<file path="src/rtl/i2c_rm_pkg.sv">
package i2c_rm_pkg;

  typedef enum logic [1:0] {
    OP_PROBE = 2'd0,
    OP_WRITE = 2'd1,
    OP_READ  = 2'd2,
    OP_RSVD  = 2'd3
  } op_e;

  typedef enum logic [1:0] {
    ST_IDLE,
    ST_START,
    ST_BIT,
    ST_STOP
  } phase_e;

  typedef enum logic [2:0] {
    K_START,
    K_ADDR_W,
    K_ADDR_R,
    K_REG,
    K_DATA,
    K_RECV,
    K_STOP
  } step_e;

  // quarters per bus element; START carries one extra quarter with both lines low
  localparam int START_QTRS = 6;
  localparam int BIT_QTRS   = 4;
  localparam int STOP_QTRS  = 4;
  localparam int BYTE_BITS  = 8;

  // ordered list of bus elements for each transaction type
  function automatic step_e step_of(input op_e op, input logic [2:0] idx);
    step_e k;
    k = K_STOP;
    case (op)
      OP_WRITE: begin
        case (idx)
          3'd0: k = K_START;
          3'd1: k = K_ADDR_W;
          3'd2: k = K_REG;
          3'd3: k = K_DATA;
          default: k = K_STOP;
        endcase
      end
      OP_READ: begin
        case (idx)
          3'd0: k = K_START;
          3'd1: k = K_ADDR_W;
          3'd2: k = K_REG;
          3'd3: k = K_START;
          3'd4: k = K_ADDR_R;
          3'd5: k = K_RECV;
          default: k = K_STOP;
        endcase
      end
      default: begin
        case (idx)
          3'd0: k = K_START;
          3'd1: k = K_ADDR_W;
          default: k = K_STOP;
        endcase
      end
    endcase
    return k;
  endfunction

endpackage

</file>
<file path="src/rtl/i2c_rm_tick.sv">
module i2c_rm_tick #(
  parameter int DIV_W = 16
) (
  input  logic             clk,
  input  logic             rst,
  input  logic             clr,
  input  logic [DIV_W-1:0] div,
  output logic             tick
);

  logic [DIV_W-1:0] cnt;

  always_ff @(posedge clk) begin
    if (rst || clr) begin
      cnt  <= div;
      tick <= 1'b0;
    end else if (cnt == '0) begin
      cnt  <= div;
      tick <= 1'b1;
    end else begin
      cnt  <= cnt - 1'b1;
      tick <= 1'b0;
    end
  end

  // with a non-zero divider ticks never come back to back
  a_r3_tick_gap: assert property (@(posedge clk) disable iff (rst)
    (tick && div != '0 && $past(div) == div) |=> !tick);

endmodule

</file>
<file path="src/rtl/i2c_rm_sync.sv">
module i2c_rm_sync #(
  parameter int WIDTH  = 2,
  parameter int STAGES = 2
) (
  input  logic             clk,
  input  logic             rst,
  input  logic [WIDTH-1:0] d,
  output logic [WIDTH-1:0] q
);

  logic [WIDTH-1:0] stg [STAGES];

  always_ff @(posedge clk) begin
    if (rst) begin
      for (int i = 0; i < STAGES; i++) stg[i] <= '1;
    end else begin
      stg[0] <= d;
      for (int i = 1; i < STAGES; i++) stg[i] <= stg[i-1];
    end
  end

  assign q = stg[STAGES-1];

endmodule

</file>
<file path="src/rtl/i2c_rm_pinmux.sv">
module i2c_rm_pinmux (
  input  logic clk,
  input  logic rst,
  input  logic swap,
  input  logic scl_lo,
  input  logic sda_lo,
  input  logic a_s,
  input  logic b_s,
  output logic a_oe,
  output logic b_oe,
  output logic sda_s
);

  always_ff @(posedge clk) begin
    if (rst) begin
      a_oe <= 1'b0;
      b_oe <= 1'b0;
    end else if (swap) begin
      a_oe <= sda_lo;
      b_oe <= scl_lo;
    end else begin
      a_oe <= scl_lo;
      b_oe <= sda_lo;
    end
  end

  assign sda_s = swap ? a_s : b_s;

  // the two pins are never driven from the same role at once when roles differ
  a_r2_role_split: assert property (@(posedge clk) disable iff (rst)
    ($past(scl_lo) != $past(sda_lo) && $stable(swap)) |-> (a_oe != b_oe));

endmodule

</file>
<file path="src/rtl/i2c_reg_master.sv">
module i2c_reg_master
  import i2c_rm_pkg::*;
#(
  parameter int DIV_W       = 16,
  parameter int SYNC_STAGES = 2
) (
  input  logic             clk,
  input  logic             rst,
  input  logic             enable,
  input  logic             swap_pins,
  input  logic [DIV_W-1:0] quarter_div,
  input  logic             cmd_valid,
  input  logic [1:0]       cmd_op,
  input  logic [6:0]       cmd_dev,
  input  logic [7:0]       cmd_reg,
  input  logic [7:0]       cmd_wdata,
  output logic             busy,
  output logic             done,
  output logic             fail,
  output logic [7:0]       rdata,
  output logic             pin_a_oe,
  output logic             pin_b_oe,
  input  logic             pin_a_in,
  input  logic             pin_b_in
);

  localparam int QW = $clog2(START_QTRS);
  localparam int BW = $clog2(BYTE_BITS + 1);

  phase_e          state;
  logic [QW-1:0]   qcnt;
  logic [2:0]      step;
  logic [BW-1:0]   bit_idx;
  logic [7:0]      shreg;
  op_e             op_q;
  logic [6:0]      dev_q;
  logic [7:0]      reg_q;
  logic [7:0]      dat_q;
  logic            nack_q;

  logic            tick;
  logic            accept;
  logic            scl_lo;
  logic            sda_lo;
  logic            sda_s;
  logic [1:0]      pins_s;
  step_e           kind;
  step_e           next_kind;
  phase_e          next_phase;
  logic [7:0]      tx_byte;
  logic            is_rx;
  logic            bit_val;
  logic            last_q;

  assign accept = enable && cmd_valid && (state == ST_IDLE);

  i2c_rm_tick #(.DIV_W(DIV_W)) u_tick (
    .clk  (clk),
    .rst  (rst),
    .clr  (accept || !enable),
    .div  (quarter_div),
    .tick (tick)
  );

  i2c_rm_sync #(.WIDTH(2), .STAGES(SYNC_STAGES)) u_sync (
    .clk (clk),
    .rst (rst),
    .d   ({pin_a_in, pin_b_in}),
    .q   (pins_s)
  );

  i2c_rm_pinmux u_pins (
    .clk    (clk),
    .rst    (rst),
    .swap   (swap_pins),
    .scl_lo (scl_lo),
    .sda_lo (sda_lo),
    .a_s    (pins_s[1]),
    .b_s    (pins_s[0]),
    .a_oe   (pin_a_oe),
    .b_oe   (pin_b_oe),
    .sda_s  (sda_s)
  );

  // element decode
  assign kind      = step_of(op_q, step);
  assign next_kind = step_of(op_q, step + 3'd1);
  assign is_rx     = (kind == K_RECV);

  always_comb begin
    case (next_kind)
      K_START: next_phase = ST_START;
      K_STOP:  next_phase = ST_STOP;
      default: next_phase = ST_BIT;
    endcase
  end

  always_comb begin
    case (kind)
      K_ADDR_W: tx_byte = {dev_q, 1'b0};
      K_ADDR_R: tx_byte = {dev_q, 1'b1};
      K_REG:    tx_byte = reg_q;
      K_DATA:   tx_byte = dat_q;
      default:  tx_byte = 8'hFF;
    endcase
  end

  // data bits MSB first; ninth slot and every received bit leave the line released
  assign bit_val = (bit_idx < BW'(BYTE_BITS) && !is_rx) ? tx_byte[3'd7 - bit_idx[2:0]] : 1'b1;

  assign last_q = (state == ST_START) ? (qcnt == QW'(START_QTRS - 1)) :
                  (state == ST_BIT)   ? (qcnt == QW'(BIT_QTRS - 1))   :
                                        (qcnt == QW'(STOP_QTRS - 1));

  // line levels per element and quarter
  always_comb begin
    scl_lo = 1'b0;
    sda_lo = 1'b0;
    case (state)
      ST_START: begin
        scl_lo = (qcnt == QW'(START_QTRS - 1));
        sda_lo = (qcnt >= QW'(START_QTRS - 2));
      end
      ST_BIT: begin
        scl_lo = (qcnt == QW'(0)) || (qcnt == QW'(BIT_QTRS - 1));
        sda_lo = !bit_val;
      end
      ST_STOP: begin
        scl_lo = (qcnt == QW'(0));
        sda_lo = (qcnt != QW'(STOP_QTRS - 1));
      end
      default: begin
        scl_lo = 1'b0;
        sda_lo = 1'b0;
      end
    endcase
  end

  always_ff @(posedge clk) begin
    if (rst) begin
      state   <= ST_IDLE;
      qcnt    <= '0;
      step    <= '0;
      bit_idx <= '0;
      shreg   <= '0;
      op_q    <= OP_PROBE;
      dev_q   <= '0;
      reg_q   <= '0;
      dat_q   <= '0;
      nack_q  <= 1'b0;
      busy    <= 1'b0;
      done    <= 1'b0;
      fail    <= 1'b0;
      rdata   <= '0;
    end else begin
      done <= 1'b0;
      if (!enable) begin
        state <= ST_IDLE;
        busy  <= 1'b0;
        qcnt  <= '0;
      end else if (accept) begin
        op_q    <= op_e'(cmd_op);
        dev_q   <= cmd_dev;
        reg_q   <= cmd_reg;
        dat_q   <= cmd_wdata;
        state   <= ST_START;
        step    <= '0;
        qcnt    <= '0;
        bit_idx <= '0;
        nack_q  <= 1'b0;
        busy    <= 1'b1;
      end else if (tick && state != ST_IDLE) begin
        if (state == ST_BIT && qcnt == QW'(2)) begin
          if (bit_idx < BW'(BYTE_BITS)) begin
            shreg <= {shreg[6:0], sda_s};
          end else if (!is_rx && sda_s) begin
            nack_q <= 1'b1;
          end
        end
        if (!last_q) begin
          qcnt <= qcnt + 1'b1;
        end else begin
          qcnt <= '0;
          case (state)
            ST_START: begin
              step    <= step + 3'd1;
              bit_idx <= '0;
              state   <= next_phase;
            end
            ST_BIT: begin
              if (bit_idx != BW'(BYTE_BITS)) begin
                bit_idx <= bit_idx + 1'b1;
              end else if (nack_q) begin
                state <= ST_STOP;
              end else begin
                step    <= step + 3'd1;
                bit_idx <= '0;
                state   <= next_phase;
              end
            end
            ST_STOP: begin
              state <= ST_IDLE;
              busy  <= 1'b0;
              done  <= 1'b1;
              fail  <= nack_q;
              if (op_q == OP_READ && !nack_q) rdata <= shreg;
            end
            default: state <= ST_IDLE;
          endcase
        end
      end
    end
  end

  // completion is a single-cycle pulse
  a_r11_done_pulse: assert property (@(posedge clk) disable iff (rst)
    done |=> !done);

  // an accepted command raises busy on the next cycle
  a_r11_accept_busy: assert property (@(posedge clk) disable iff (rst)
    (cmd_valid && enable && !busy) |=> busy);

  // busy and done are never high together
  a_r11_busy_done: assert property (@(posedge clk) disable iff (rst)
    done |-> !busy);

  // disabling releases both line drivers and clears busy
  a_r12_release: assert property (@(posedge clk) disable iff (rst)
    !enable |=> (!scl_lo && !sda_lo && !busy));

  // inside a data bit the data line holds while the clock is high
  a_r4_sda_hold: assert property (@(posedge clk) disable iff (rst)
    (state == ST_BIT && $past(state) == ST_BIT && !scl_lo && !$past(scl_lo))
      |-> $stable(sda_lo));

  // a failure is only reported together with completion
  a_r10_fail_at_done: assert property (@(posedge clk) disable iff (rst)
    $rose(fail) |-> done);

endmodule

</file>
<file path="config.mk">
export PLATFORM = sky130hd
export DESIGN_NAME = i2c_reg_master
export DESIGN_NICKNAME = d
export VERILOG_FILES = /design/src/rtl/i2c_rm_pkg.sv /design/src/rtl/i2c_rm_tick.sv /design/src/rtl/i2c_rm_sync.sv /design/src/rtl/i2c_rm_pinmux.sv /design/src/rtl/i2c_reg_master.sv
export SDC_FILE = /design/constraint.sdc
export NUM_CORES = 1
export LEC_CHECK = 0
export ABC_CLOCK_PERIOD_IN_PS = 3150
export BUFFER_PORTS_ARGS = -buffer_cell sky130_fd_sc_hd__buf_2
export CORE_AREA = 2 2 75 112
export DETAILED_ROUTE_END_ITERATION = 8
export DIE_AREA = 0 0 77 114
export GPL_TIMING_DRIVEN = 0
export PLACE_DENSITY = 0.82
export RECOVER_POWER = 100
export SLEW_MARGIN = 20
export SYNTH_ARGS = -nofsm -noshare
export SYNTH_HDL_FRONTEND = slang
export SYNTH_SLANG_ARGS = --single-unit
export TNS_END_PERCENT = 20
</file>
<file path="constraint.sdc">
create_clock -name clk -period 3.15 [get_ports clk]
set_clock_uncertainty 0.2 [all_clocks]
set_input_delay 0.315 -clock clk [delete_from_list [all_inputs] [get_ports clk]]
set_output_delay 0.315 -clock clk [all_outputs]
set_load 0.01 [all_outputs]
</file>
==> results.ini, run 1 <==
[run_status]
status=complete, but fails checks
violations=hold timing

[global_routing]
grt_antenna_before_repair=0
grt_pass1_vias=3726
grt_start_max_net_pins=17
grt_pass1_wl_microns=16440
gr-total-overflow=0
grt.total_usage=0.2370

[yosys]
ys.flop_type=dfxtp_1
synth_commonest_cells=dfxtp_1, nand2_1, nor2_1
synth.avg_cell_area_sq_um=8.290
synth_seq_area_share=0.3848
async_flop_share=0
synth_edf_count=0
synth.top_cells.by_area=dfxtp_1, nand2_1, ha_1
yosysTopAreaCellShare=0.3848
synthesis.nets=571
synth_top_cell_by_area=dfxtp_1
synthCells=502
synth_warnings=0
synth_area_sq_um=4161
synth_cell_types=58
ys_ff_latch=80
synth.most_common_cell=dfxtp_1

[sta]
hold_violations=1
max_slew_margin=0.5743
slew_violations=0
rsz0062_at_grt=true
tightest_slew_ns=0.6329
tns_ns=0
timing.final.crit_period_ns=3.097
finalCritPeriodShare=0.9831
max_freq_mhz=322.9
setup_viol=0
hold_slack_ns=-0.0007113

[worst_setup_path]
regToRegStartpoint=step[1]$_SDFFE_PP0P_
reg2reg_depth=13
required_ns=3.19
crit_arrival_ns=3.14
crit_type=register to register
r2r_slack_ns=0.05
crit_fanout=10
crit_path_start=step[1]$_SDFFE_PP0P_
cp-start-kind=register
worst_setup_path_end_kind=register

[place]
portBuffers=58
dp_hpwl_microns=7304
place_congestion=0.8658

[final_layout]
drive_above_1_share=0.2010
final_nets=661
syn_to_final_growth_pct=26.37
fin_util=0.6650
antenna_cells=0

[detailed_routing]
drt_drc_violations_left=0
viasPerCell=5.449
drtIter0Drc=240
ant_nets=0
drt-wirelength-per-cell_microns=14.57
vias=3825
drt_first_pass_iters=5
routed_wirelength_microns=10230

[cts]
cts_sinks=80
cts_htree_levels=3
insertion_delay_ns=0.35
root_buffer=clkbuf_16
clockBufferDepth=2
path_clk_slew_ns=0.06
cts_tree=built
cts-buffers-inserted=9

[floorplan]
dieArea_sq_um=8778
start_util=0.5263
die_h_microns=114
coreArea_sq_um=7908
pin_count=61
rows=40
die_w_microns=77

[worst_hold_path]
min_from=cmd_wdata[5]
hp-class=input port to register
hold_path_depth=3

[power_and_ir_drop]
ir_drop_mv=0.4553
leakage_nw=1.968
powerDensity_nw_per_um2=465.5

[run]
maxCapViolCount=0

-- report_power, final --
part	internal, mW	switching, mW	leakage, nW
clock	0.631	0.458	0.151
sequential	1.05	0.0338	0.657
combinational	0.123	0.152	1.16
total	1.80	0.644	1.97
-- per-stage QoR --
step / instances / total power [mW] / setup WS, ns / instance area (sq um)
6_report: 702 / 2.448 / 0.05338 / 5259
5_1_grt: 702 / 2.533 / -0.09518 / 5259
4_1_cts: 693 / 2.445 / 0.01172 / 5032
3_5_place_dp: 665 / 1.347 / -0.1324 / 4583
3_3_place_gp: 665 / 1.334 / -0.07248 / 4583
2_1_floorplan: 502 / 1.267 / 0.2359 / 4161
-- cell usage in the layout (no fill, tap or decap), drive strengths merged, types with 4 or more instances in the layout --
cell type / n
xor2: 4
nand3: 9
nor3: 8
a221oi: 6
dfxtp: 80
nand2: 72
inv: 31
xnor2: 14
a211oi: 6
ha: 21
nor3b: 4
nor4: 5
buf: 62
o21ai: 12
nand4: 4
a21oi: 47
a31oi: 4
nor2: 63
clkbuf: 44
or2: 6
mux2i: 21
dlygate4sd3: 10
o31ai: 6
nand2b: 8
-- metal layers --
layer / part of all wire / vias up / routed length, microns / GRT usage
li1: - / 1908 / - / -
met1: 0.38 / 1793 / 3897 / 0.2307
met2: 0.54 / 91 / 5544 / 0.4567
met3: 0.037 / 33 / 376 / 0.05142
met4: 0.040 / 0 / 411 / 0.1321
met5: 0 / - / 0 / 0
-- registers in the layout (all words and copies together), names as in the netlist, 2 cells and up --
signal      count
reg_q           8
op_q            2
bit_idx         4
dat_q           8
qcnt            3
state           2
dev_q           7
u_sync.stg      4
u_tick.cnt     16
rdata           8
shreg           8
step            3
-- timing repair --
| item | in CTS | in global routing |
|---|---|---|
| endpoints found under the hold margin | 10 | 0 |
| resized for setup | 5 | 37 |
| setup buffers | 2 | 9 |
| pin swaps | 1 | 10 |
| endpoints found under the setup margin | 2 | 15 |
| hold buffers | 10 | 0 |
-- final timing paths --
check | to
worst max-delay path | u_pins.b_oe$_SDFF_PP0_
worst min-delay path | dat_q[5]$_SDFFE_PP0P_
worst max register to register | u_pins.b_oe$_SDFF_PP0_
worst min register to register | u_sync.stg[0][2]$_SDFF_PP1_
-- worst max-delay path, cell delays in order (launching register included) --
cell and delay (ns):
dfxtp_4 0.37, inv_1 0.12, ha_2 0.24, buf_6 0.17
nor3_4 0.06, a211o_1 0.34, a221oi_4 0.25, and2_4 0.20
buf_6 0.15, a221oi_4 0.07, nor4_2 0.29, o211a_1 0.19
o32ai_2 0.11, a32o_1 0.22
-- cell families after synthesis --
kind of cell | count (synthesis) | share of synthesized area
adders and majority gates | 21 | 0.06314
buffers and inverters | 57 | 0.06404
AOI/OAI and AO/OA | 109 | 0.1801
and+or+nand+nor | 195 | 0.2168
xor gates and xnor gates | 18 | 0.03788
muxes | 22 | 0.05322
DFF | 80 | 0.3848
-- area by class of cell --
type	instances	area, sq um
timing repair buffer	79	464.2
buffer	28	153.9
clock buffer	9	225.2
tap	105	131.4
fill	674	2649
inverter	29	108.9
sequential	80	1610
clock inverter	7	91.34
multi-input combinational	365	2474
No activity file was read; power rests on OpenSTA's default activity.
==> run 2: changes to the inputs <==
--- a/config.mk
+++ b/config.mk
@@ -7,11 +7,11 @@
 export LEC_CHECK = 0
 export ABC_CLOCK_PERIOD_IN_PS = 3150
 export BUFFER_PORTS_ARGS = -buffer_cell sky130_fd_sc_hd__buf_2
-export CORE_AREA = 2 2 75 112
+export CORE_AREA = 2 2 73 110
 export DETAILED_ROUTE_END_ITERATION = 8
-export DIE_AREA = 0 0 77 114
+export DIE_AREA = 0 0 75 112
 export GPL_TIMING_DRIVEN = 0
-export PLACE_DENSITY = 0.82
+export PLACE_DENSITY = 0.85
 export RECOVER_POWER = 100
 export SLEW_MARGIN = 20
 export SYNTH_ARGS = -nofsm -noshare
==> run 2 against run 1 <==
  * The flow finishes with violations (setup timing)
  * Die area decreased by 4.3%
  * Worst setup slack got worse by 0.22 ns
  * Register-to-register slack got worse by 0.22 ns
  * Via count increased by 2.2%
  * Clock-buffer cell count increased by 2
  * Non-clock buffer count decreased by 8
  * Largest power group is now registers
  * Clock power about the same
  * Combinational power about the same
  * First-iteration DRC count increased by 41%
  * Final cell count decreased by 1.7%
  * Critical endpoint unchanged
  * Flip-flop and latch count unchanged
  * Final area decreased by 2.3%
==> results.ini, run 2 (synthesized netlist as in run 1, its figures left out) <==
[detailed_routing]
wl_met2_microns=5824  ; +5.1%
drtIter0Drc=338  ; +41%
drt_first_pass_iters=5  ; unchanged
highest_layer=met4
viasPerCell=5.665  ; +4.0%
drt-wirelength-per-cell_microns=15.68  ; +7.6%
wl_met1_microns=3823  ; -1.9%
routed_wirelength_microns=10820  ; +5.7%
drt_drc_violations_left=0  ; unchanged
vias=3909  ; +2.2%
ant_nets=0  ; unchanged
dr_wl_met3_microns=580  ; +54%

[global_routing]
grt_pass1_wl_microns=16370  ; -0.42%
gr-total-overflow=0  ; unchanged
grt.total_usage=0.2541  ; +0.01709
grt_start_max_net_pins=14  ; -3
grt_pass1_vias=3679  ; -1.3%
grt_antenna_before_repair=0  ; unchanged

[final_layout]
regMostFlops=u_tick.cnt
syn_to_final_growth_pct=23.45
largest_reg_flops=16  ; unchanged
multi_input_area_sq_um=2447  ; -1.1%
seq_area_sq_um=1609  ; about the same
layout_common_cells=dfxtp_1, nand2_1, nor2_1
fill_cells=580  ; -14%
antenna_cells=0  ; unchanged
layout_commonest_cell=dfxtp_1
drive_above_1_share=0.1990  ; -0.002025
final_nets=653  ; -1.2%

[sta]
timing.final.crit_period_ns=3.320  ; +0.2229 ns
setup_ws_ns=-0.1696  ; -0.2229 ns
max_freq_mhz=301.2  ; -6.7%
finalCritPeriodShare=1.054  ; +0.07077
max_slew_margin=0.5844  ; +0.01004
tightest_slew_ns=0.6179  ; -0.01492 ns
setup_viol=2  ; +2
slew_violations=0  ; unchanged
hold_violations=0  ; -1

[cts]
cts_htree_levels=3  ; unchanged
insertion_delay_ns=0.34  ; about the same
clockBufferDepth=2  ; unchanged
cts_sinks=80  ; unchanged
cts_tree=built
path_clk_slew_ns=0.06  ; about the same
cts-buffers-inserted=9  ; unchanged
root_buffer=clkbuf_16

[place]
portBuffers=58  ; unchanged
place_congestion=0.8800  ; +1.6%
pre_cts_slack_ns=-0.1325  ; -0.00009500 ns
dp_hpwl_microns=7316  ; +0.17%

[run_status]
violations=setup timing
status=complete, but fails checks

[power_and_ir_drop]
seqPwrFrac=0.448  ; +0.005
ir_drop_mv=0.5307  ; +17%
leakage_nw=1.940  ; -1.5%
power.switching_mw=0.5982  ; -7.2%
netSwitchingFraction=0.2472  ; -0.01602
combPwrFrac=0.113  ; about the same
p_clk_frac=0.439  ; -0.006
powerDensity_nw_per_um2=471.1  ; +1.2%
internal_power_mw=1.822  ; +1.0%
power_mw=2.420  ; -1.1%

[floorplan]
die_h_microns=112  ; -1.8%
pin_count=61  ; unchanged
start_util=0.5574  ; +0.03113
dieArea_sq_um=8400  ; -4.3%
die_w_microns=75  ; -2.6%
rows=39  ; -2.5%
coreArea_sq_um=7466  ; -5.6%

[worst_setup_path]
crit_arrival_ns=3.35  ; +0.21 ns
cp-start-kind=register
crit_fanout=10  ; unchanged
required_ns=3.18  ; about the same
crit_type=register to register
worst_setup_path_end_kind=register
regToRegStartpoint=step[2]$_SDFFE_PP0P_
crit_path_start=step[2]$_SDFFE_PP0P_

[run]
maxCapViolCount=0  ; unchanged

[worst_hold_path]
min_from=cmd_wdata[4]
hp-class=input port to register

## run 2: changes by cell type in the layout (fill, tap and decap cells not counted), sizes merged
cell,delta
inv,-1
clkbuf,+2
buf,-1
clkinv,-1
dlygate4sd3,-7
clkinvlp,-1
## run 2: path summary, 6_finish.rpt
kind              slack, ns                          end  depth (start not counted)
setup / recovery      -0.17       u_pins.b_oe$_SDFF_PP0_                         13
hold / removal        0.008        dat_q[4]$_SDFFE_PP0P_                          3
setup reg to reg      -0.17       u_pins.b_oe$_SDFF_PP0_                         13
hold reg to reg        0.21  u_sync.stg[0][3]$_SDFF_PP1_                          1
## run 2: layout make-up
class                      count  share of cell area
multi-input combinational    365              0.4764
sequential                    80              0.3132
timing repair buffer          71             0.07526
clock buffer                  11             0.04920
buffer                        28             0.02971
tap                          102             0.02484
inverter                      29             0.02119
clock inverter                 4             0.01023
## run 2: power groups by stage
stage / Combinational, mW / Sequential [mW] / Clock [mW]
after floorplan: 0.172 / 1.09 / 0
after global placement: 0.233 / 1.10 / 0
after detailed placement: 0.241 / 1.10 / 0
after CTS: 0.252 / 1.08 / 1.08
after global routing: 0.300 / 1.09 / 1.11
final: 0.273 / 1.08 / 1.06
## run 2: critical path, cell delays in order, from the launching register on
cell and delay [ns]:
dfxtp_1 0.34, buf_6 0.15, inv_2 0.07, ha_4 0.16, and2b_1 0.21, o31ai_4 0.33
nand2_2 0.14, nor3b_4 0.30, buf_6 0.15, a221oi_2 0.07, nor4_1 0.46, o211a_1 0.28
o32ai_4 0.11, a32o_1 0.23
## run 2: per-stage QoR
stage	cells	hold slack [ns]	setup TNS, ns	util	cell area, sq um
finish	690	0.007641	-0.3363	0.6881	5137
global route	690	0.004957	-0.5145	0.6881	5137
CTS	685	0.001650	-0.01205	0.6685	4991
detailed placement	662	0.1957	-0.2593	0.6134	4579
global placement	662	0.1920	-0.1189	0.6134	4579
floorplan	502	0.1895	0	-	4161
## run 2: timing repair
item | CTS | global route
setup buffers | 5 | 5
pin swaps | 2 | 15
endpoints found under the hold margin | 3 | 0
hold buffers | 3 | 0
endpoints found under the setup margin | 2 | 10
gates resized for setup | 10 | 30
## run 2: metal layers
metal | up-vias | global-route usage
met3 | 49 | 0.06606
li1 | 1887 | -
met2 | 142 | 0.4544
met1 | 1831 | 0.2608
met4 | 0 | 0.1262
met5 | - | 0
